**src/rtl/fsr_pkg.sv**
```systemverilog
package fsr_pkg;
    localparam int DW = 8;
    localparam int AW = 2;
    localparam logic [AW-1:0] ADDR_STATUS = 2'd0;
    localparam logic [AW-1:0] ADDR_MODE   = 2'd3;

    // mode register layout, MSB first
    typedef struct packed {
        logic swrst;
        logic wake_en;
        logic out_flt;
        logic line_flt;
        logic sup_uv;
        logic otemp;
        logic ruv_pin_en;
        logic reg_off;
    } mode_t;

    typedef struct packed {
        logic swrst;
        logic wake_en;
        logic ruv_pin_en;
        logic reg_off;
    } ctrl_t;

    typedef struct packed {
        logic out_flt;
        logic line_flt;
        logic sup_uv;
        logic otemp;
    } live_t;

    // status register layout, MSB first
    typedef struct packed {
        logic [1:0] rsvd;
        logic ruv;
        logic otemp;
        logic sup_uv;
        logic line_flt;
        logic out_flt;
        logic wake;
    } stat_t;

    // one-cycle onset strobes
    typedef struct packed {
        logic ruv;
        logic otemp;
        logic sup_uv;
        logic line_flt;
        logic out_flt;
        logic wake;
    } evt_t;

    function automatic mode_t pack_mode(ctrl_t c, live_t l);
        mode_t m;
        m.swrst      = c.swrst;
        m.wake_en    = c.wake_en;
        m.out_flt    = l.out_flt;
        m.line_flt   = l.line_flt;
        m.sup_uv     = l.sup_uv;
        m.otemp      = l.otemp;
        m.ruv_pin_en = c.ruv_pin_en;
        m.reg_off    = c.reg_off;
        return m;
    endfunction

    function automatic stat_t evt_to_stat(evt_t e);
        stat_t s;
        s.rsvd     = 2'b00;
        s.ruv      = e.ruv;
        s.otemp    = e.otemp;
        s.sup_uv   = e.sup_uv;
        s.line_flt = e.line_flt;
        s.out_flt  = e.out_flt;
        s.wake     = e.wake;
        return s;
    endfunction
endpackage

```
**src/rtl/fsr_cond_track.sv**
```systemverilog
module fsr_cond_track
    import fsr_pkg::*;
(
    input  logic  clk,
    input  logic  srst,
    input  logic  out_flt_in,
    input  logic  line_flt_in,
    input  logic  sup_uv_in,
    input  logic  aux5_ok,
    input  logic  temp_hi_in,
    input  logic  temp_lo_in,
    input  logic  reg_uv_in,
    input  logic  wake_in,
    input  logic  drv_en,
    input  logic  wake_en,
    output live_t live,
    output evt_t  evt,
    output logic  ruv_q
);
    live_t live_nxt;
    logic  wake_q;

    always_comb begin
        live_nxt.out_flt  = out_flt_in;
        live_nxt.line_flt = line_flt_in;
        live_nxt.sup_uv   = sup_uv_in & aux5_ok;
        // set comparator wins; clear comparator only releases a held bit
        live_nxt.otemp    = temp_hi_in | (live.otemp & ~temp_lo_in);
    end

    always_comb begin
        evt.out_flt  = ~srst & live_nxt.out_flt  & ~live.out_flt;
        evt.line_flt = ~srst & live_nxt.line_flt & ~live.line_flt;
        evt.sup_uv   = ~srst & live_nxt.sup_uv   & ~live.sup_uv;
        evt.otemp    = ~srst & live_nxt.otemp    & ~live.otemp;
        evt.ruv      = ~srst & reg_uv_in & ~ruv_q;
        evt.wake     = ~srst & wake_in & ~wake_q & drv_en & wake_en;
    end

    always_ff @(posedge clk) begin
        if (srst) begin
            live   <= '0;
            ruv_q  <= 1'b0;
            wake_q <= 1'b0;
        end else begin
            live   <= live_nxt;
            ruv_q  <= reg_uv_in;
            wake_q <= wake_in;
        end
    end

    // without the clear comparator the over-temperature bit holds
    a_r8_otemp_holds: assert property (@(posedge clk) disable iff (srst)
        (live.otemp && !temp_lo_in) |=> live.otemp);

    // supply undervoltage invisible without the auxiliary supply
    a_r3_sup_gated: assert property (@(posedge clk) disable iff (srst)
        !aux5_ok |=> !live.sup_uv);
endmodule

```
**src/rtl/fsr_irq_flags.sv**
```systemverilog
module fsr_irq_flags
    import fsr_pkg::*;
(
    input  logic  clk,
    input  logic  srst,
    input  evt_t  evt,
    input  logic  rd_clr,
    output stat_t stat,
    output logic  irq_n
);
    stat_t set_vec;
    stat_t keep_vec;

    always_comb begin
        set_vec  = evt_to_stat(evt);
        keep_vec = rd_clr ? stat_t'('0) : stat;
    end

    always_ff @(posedge clk) begin
        if (srst) stat <= '0;
        else      stat <= keep_vec | set_vec;
    end

    assign irq_n = ~(|stat);

    // a status read with no fresh onset empties the register
    a_r5_read_clears: assert property (@(posedge clk) disable iff (srst)
        (rd_clr && !(|evt)) |=> (stat == '0));
endmodule

```
**src/rtl/fsr_host_port.sv**
```systemverilog
module fsr_host_port
    import fsr_pkg::*;
(
    input  logic          clk,
    input  logic          rst,
    input  logic [AW-1:0] addr,
    input  logic          wr,
    input  logic          rd,
    input  logic [DW-1:0] wdata,
    input  live_t         live,
    input  stat_t         stat,
    output ctrl_t         ctrl,
    output logic          srst,
    output logic          rd_clr,
    output logic [DW-1:0] rdata
);
    logic  mode_wr;
    mode_t wr_m;
    mode_t rd_m;
    logic  unused_fault_wdata;

    assign mode_wr = wr && (addr == ADDR_MODE);
    assign wr_m    = mode_t'(wdata);
    assign rd_m    = pack_mode(ctrl, live);
    assign unused_fault_wdata = ^{wr_m.out_flt, wr_m.line_flt, wr_m.sup_uv, wr_m.otemp};

    // bank-wide clear: hard reset, held soft reset, or the write that sets it
    assign srst   = rst | ctrl.swrst | (mode_wr & wr_m.swrst);
    assign rd_clr = rd && (addr == ADDR_STATUS);

    always_ff @(posedge clk) begin
        if (rst) begin
            ctrl <= '0;
        end else if (mode_wr) begin
            ctrl.swrst      <= wr_m.swrst;
            ctrl.wake_en    <= wr_m.wake_en    & ~wr_m.swrst;
            ctrl.ruv_pin_en <= wr_m.ruv_pin_en & ~wr_m.swrst;
            ctrl.reg_off    <= wr_m.reg_off    & ~wr_m.swrst;
        end
    end

    always_ff @(posedge clk) begin
        if (rst) begin
            rdata <= '0;
        end else if (rd) begin
            case (addr)
                ADDR_STATUS: rdata <= stat;
                ADDR_MODE:   rdata <= rd_m;
                default:     rdata <= '0;
            endcase
        end
    end
endmodule

```
**src/rtl/fault_status_regbank.sv**
```systemverilog
module fault_status_regbank
    import fsr_pkg::*;
(
    input  logic          clk,
    input  logic          rst,
    input  logic [AW-1:0] reg_addr,
    input  logic          reg_wr,
    input  logic          reg_rd,
    input  logic [DW-1:0] reg_wdata,
    output logic [DW-1:0] reg_rdata,
    input  logic          par_mode,
    input  logic          out_flt_in,
    input  logic          line_flt_in,
    input  logic          sup_uv_in,
    input  logic          aux5_ok,
    input  logic          temp_hi_in,
    input  logic          temp_lo_in,
    input  logic          reg_uv_in,
    input  logic          wake_in,
    input  logic          drv_en,
    output logic          irq_n,
    output logic          uv_pin,
    output logic          out_flt_pin,
    output logic          line_flt_pin,
    output logic          wake_pin,
    output logic          reg_off
);
    ctrl_t ctrl;
    live_t live;
    evt_t  evt;
    stat_t stat;
    logic  srst;
    logic  rd_clr;
    logic  ruv_q;

    fsr_host_port u_port (
        .clk    (clk),
        .rst    (rst),
        .addr   (reg_addr),
        .wr     (reg_wr),
        .rd     (reg_rd),
        .wdata  (reg_wdata),
        .live   (live),
        .stat   (stat),
        .ctrl   (ctrl),
        .srst   (srst),
        .rd_clr (rd_clr),
        .rdata  (reg_rdata)
    );

    fsr_cond_track u_cond (
        .clk         (clk),
        .srst        (srst),
        .out_flt_in  (out_flt_in),
        .line_flt_in (line_flt_in),
        .sup_uv_in   (sup_uv_in),
        .aux5_ok     (aux5_ok),
        .temp_hi_in  (temp_hi_in),
        .temp_lo_in  (temp_lo_in),
        .reg_uv_in   (reg_uv_in),
        .wake_in     (wake_in),
        .drv_en      (drv_en),
        .wake_en     (ctrl.wake_en),
        .live        (live),
        .evt         (evt),
        .ruv_q       (ruv_q)
    );

    fsr_irq_flags u_flags (
        .clk    (clk),
        .srst   (srst),
        .evt    (evt),
        .rd_clr (rd_clr),
        .stat   (stat),
        .irq_n  (irq_n)
    );

    assign out_flt_pin  = par_mode & live.out_flt;
    assign line_flt_pin = par_mode & live.line_flt;
    assign uv_pin       = (par_mode & live.sup_uv) | (ctrl.ruv_pin_en & ruv_q);
    assign wake_pin     = wake_in & drv_en;
    assign reg_off      = ctrl.reg_off;

    // a held soft reset keeps the request line idle and the flags empty
    a_r6_swrst_quiet: assert property (@(posedge clk) disable iff (rst)
        ctrl.swrst |-> (irq_n && (stat == '0)));

    // the flag latches together with the live bit
    a_r4_onset_latches: assert property (@(posedge clk) disable iff (rst)
        (!ctrl.swrst && $rose(live.out_flt)) |-> stat.out_flt);

    // the pin enable never masks the regulator flag
    a_r9_flag_ungated: assert property (@(posedge clk) disable iff (rst)
        (!ctrl.swrst && $rose(ruv_q)) |-> stat.ruv);
endmodule

```
**config.mk**
```make
export PLATFORM = sky130hd
export DESIGN_NAME = fault_status_regbank
export DESIGN_NICKNAME = d
export VERILOG_FILES = /design/src/rtl/fsr_pkg.sv /design/src/rtl/fsr_cond_track.sv /design/src/rtl/fsr_irq_flags.sv /design/src/rtl/fsr_host_port.sv /design/src/rtl/fault_status_regbank.sv
export SDC_FILE = /design/constraint.sdc
export NUM_CORES = 1
export LEC_CHECK = 0
export ABC_AREA = 1
export BUFFER_PORTS_ARGS = -buffer_cell sky130_fd_sc_hd__buf_2
export CAP_MARGIN = 5
export CORE_MARGIN = 2
export CORE_UTILIZATION = 51
export CTS_CLUSTER_SIZE = 24
export DETAILED_ROUTE_END_ITERATION = 7
export MAX_ROUTING_LAYER = met4
export PLACE_DENSITY_LB_ADDON = 0.05
export REMOVE_ABC_BUFFERS = 1
export SYNTH_ARGS = -nofsm -noshare
export SYNTH_HDL_FRONTEND = slang
export SYNTH_SLANG_ARGS = --single-unit
```
**constraint.sdc**
```tcl
create_clock -name clk -period 1.9 [get_ports clk]
set_input_delay 0 -clock clk [delete_from_list [all_inputs] [get_ports clk]]
set_output_delay 0 -clock clk [all_outputs]
set_load 0.01 [all_outputs]
```
==> impl_metrics.py <==
metrics = {
    "run_status": {
        "status": "completed",
    },
    "floorplanning": {
        "start_util": 0.537,
        "io_pins": 38,
        "die_y_um": 49.2,
        "rows": 16,
        "die_x_um": 49.2,
        "die_area_um2": 2420,
        "coreArea_um2": 1940,
    },
    "cts": {
        "clockBufferDepth": 2,
        "clock-sinks": 24,
        "clock_latency_ns": 0.32,
        "root_buffer": "clkbuf_4",
        "numCtsBuffers": 3,
        "cts_tree": "built",
        "clk_pin_slew_worst_paths_ns": 0.13,
        "postCtsSetupBuffers": 0,
        "cts_max_level": 1,
    },
    "cells_and_area": {
        "layout.cells.non_filler": 220,
        "drive_above_1_share": 0.249,
        "antenna_cells": 0,
        "stdcell_area_um2": 1400,
        "syn_to_final_growth_pct": 34.0,
        "final_util": 0.719,
        "nNetsFinal": 220,
    },
    "detailed_routing": {
        "dr.pass1.iters": 4,
        "viasPerCell": 4.60,
        "ant_nets": 0,
        "vias": 1012,
        "drc_errors": 0,
        "post_drt_wl_per_cell_um": 10.3,
        "drt-total-wl_mm": 2.26,
        "drtIter0Drc": 26,
    },
    "sta": {
        "setup_violations": 0,
        "hold_viol_final": 0,
        "slew_violations": 0,
        "period_minus_slack_ns": 1.26,
        "final.period_utilization": 0.664,
        "fin_skew_ns": 0.00499,
        "slew_headroom": 0.762,
        "tns_ns": 0,
        "max_freq_ghz": 0.793,
        "timing.hold.ws_ns": 0.00756,
        "fin_ws_ns": 0.639,
        "grt_setup_unrepaired": "false",
        "worst_pin_slew_ns": 0.357,
    },
    "logic_synthesis": {
        "synth_warnings": 0,
        "synth_commonest_cells": "nand2_1 (53), dfxtp_1 (24), inv_1 (17), nor2_1 (17), a21oi_1 (11)",
        "syn_area_per_cell_um2": 7.14,
        "synth_area_leader_cell": "dfxtp_1",
        "synth_area_leaders": "dfxtp_1 (46%), nand2_1 (19%), inv_1 (6.1%)",
        "synth_compound_area_frac": 0.106,
        "synth_cell_types": 19,
        "syn_area_um2": 1040,
        "yosys_most_used_dff": "dfxtp_1",
        "synth_top_family_by_area": "simple AND/OR/NAND/NOR gates",
        "synth_edf_count": 0,
        "synthXorXnorAreaFrac": 0,
        "synth-adder-area-share": 0.0240,
        "synth_top_cell_area_share": 0.461,
        "async_flop_share": 0,
        "synth_simple_gate_area_frac": 0.318,
        "ys_ff_latch": 24,
        "synth_cells": 146,
        "yosysMostFrequentCell": "nand2_1",
        "synthMuxAreaShare": 0,
        "ys_seq_area_frac": 0.461,
    },
    "grt": {
        "antenna_found_initial": 0,
        "grt_overflow": 0,
        "track_usage": 0.208,
        "grt_pass1_wl_mm": 3.88,
        "grt_pass1_vias": 942,
        "grt_max_degree": 15,
    },
    "place": {
        "dpl.hpwl_mm": 1.51,
        "dp_slack_ns": 0.819,
        "port_buffers": 33,
        "place.gp.congestion": 0.808,
        "placed_area_um2": 1210,
        "dp.cells": 203,
    },
    "power": {
        "p_leak_nw": 0.708,
        "p_int_mw": 0.809,
        "sequentialPowerShare": 0.510,
        "power.density_nw_per_um2": 760,
        "switchingPower_mw": 0.252,
        "p_comb_frac": 0.141,
        "total_power_mw": 1.06,
        "p_sw_frac": 0.237,
        "clkPwrFrac": 0.349,
        "vdd.ir_drop.worst_uv": 608,
    },
    "worst_setup_path": {
        "start_kind": "flop",
        "worstPathMaxFanout": 2,
        "crit_path_top_delay_cell": "dlygate4sd3_1",
        "r2r_slack_ns": 0.64,
        "arrival_ns": 1.53,
        "r2r_start": "u_cond.live[0]",
        "r2r-end": "u_cond.live[0]",
        "startpoint": "u_cond.live[0]",
        "worstSetupEndpoint": "u_cond.live[0]",
        "path_class": "reg -> reg",
        "r2r.worst_path.cells": 5,
        "critPathCaptureType": "flop",
        "crit_chain": "inv_1 > nor2_1 > nor2_1 > dlygate4sd3_1 > nor2_2",
        "cpMostUsedCell": "nor2_1",
        "max_stage_delay_ns": 0.56,
        "required_ns": 2.16,
    },
    "job": {
        "cap_violations": 0,
    },
    "min_path": {
        "hold_class": "in -> reg",
    },
}
==> cells by family (layout without fill, tap and decap cells) <==
kind of cell / count (synthesis) / count (layout)
flip-flops: 24 / 24
buffers and inverters: 21 / 68
AO/OA/AOI/OAI: 19 / 19
AND/OR/NAND/NOR: 80 / 80
adder cells (fa/ha/maj): 2 / 2
==> per-layer routing <==
layer  wire length (um)  track usage  vias to the layer above  share of wire
met2               1140        0.381                       22           0.50
met3                 65       0.0276                        2          0.029
met4                 20       0.0429                        0         0.0088
met1               1040        0.241                      450           0.46
met5                  0            -                        -              0
li1                   -            -                      538              -
==> repair_timing <==
item,4_1_cts,5_1_grt
hold buffers,13,0
resized for setup,0,0
endpoints found under the hold margin,20,0
==> final cells by class <==
cell class,count,area [um^2]
clock buffer,3,22.5
multi-input combinational,101,467
timing repair buffer,46,295
clock inverter,1,30.0
fill,164,546
tap,27,33.8
sequential,24,480
inverter,18,67.6
==> flip-flops by register name (all words and copies together) (netlist names) <==
| signal | count |
|---|---|
| u_port.ctrl | 4 |
| u_port.rdata | 8 |
| u_cond.live | 4 |
| u_flags.stat | 6 |
| u_cond.ruv_q | 1 |
| u_cond.wake_q | 1 |
==> worst min-delay path by stage <==
stage	slack [ns]	to	cells past startpoint	start
floorplan	0.07	u_port.ctrl[3]	1	rst
global placement	0.22	u_cond.live[2]	3	line_flt_in
detailed placement	0.23	u_cond.live[0]	3	temp_hi_in
CTS	0.01	u_flags.stat[0]	5	drv_en
global route	0.05	u_flags.stat[0]	5	drv_en
finish	0.008	u_flags.stat[0]	5	drv_en
==> power groups by stage <==
stage	Combinational [mW]	Sequential, mW	Clock, mW
2_1_floorplan	0.0757	0.550	0
3_3_place_gp	0.123	0.551	0
3_5_place_dp	0.127	0.552	0
4_1_cts	0.148	0.541	0.371
5_1_grt	0.169	0.544	0.395
6_report	0.150	0.541	0.370
==> cells in the final DEF (no fill, tap or decap) <==
master,count
buf_2,33
inv_2,1
nor3_1,1
nand3_2,1
a21oi_1,11
inv_1,17
nand2_2,1
ha_1,2
nor2_2,1
nand3b_1,1
clkbuf_4,3
dfxtp_1,24
nand3_1,2
bufinv_16,1
dlygate4sd3_1,13
o21ai_0,4
nor2_1,17
nor2_4,1
nand2_1,53
a21oi_2,4
or2_2,2
==> critical path, delay by kind of cell, from the launching register on <==
family | cells | cell delay (ns)
buffers and inverters | 2 | 0.63
flip-flops | 1 | 0.37
AND/OR/NAND/NOR | 3 | 0.22
(Power assumes the default switching activity.)
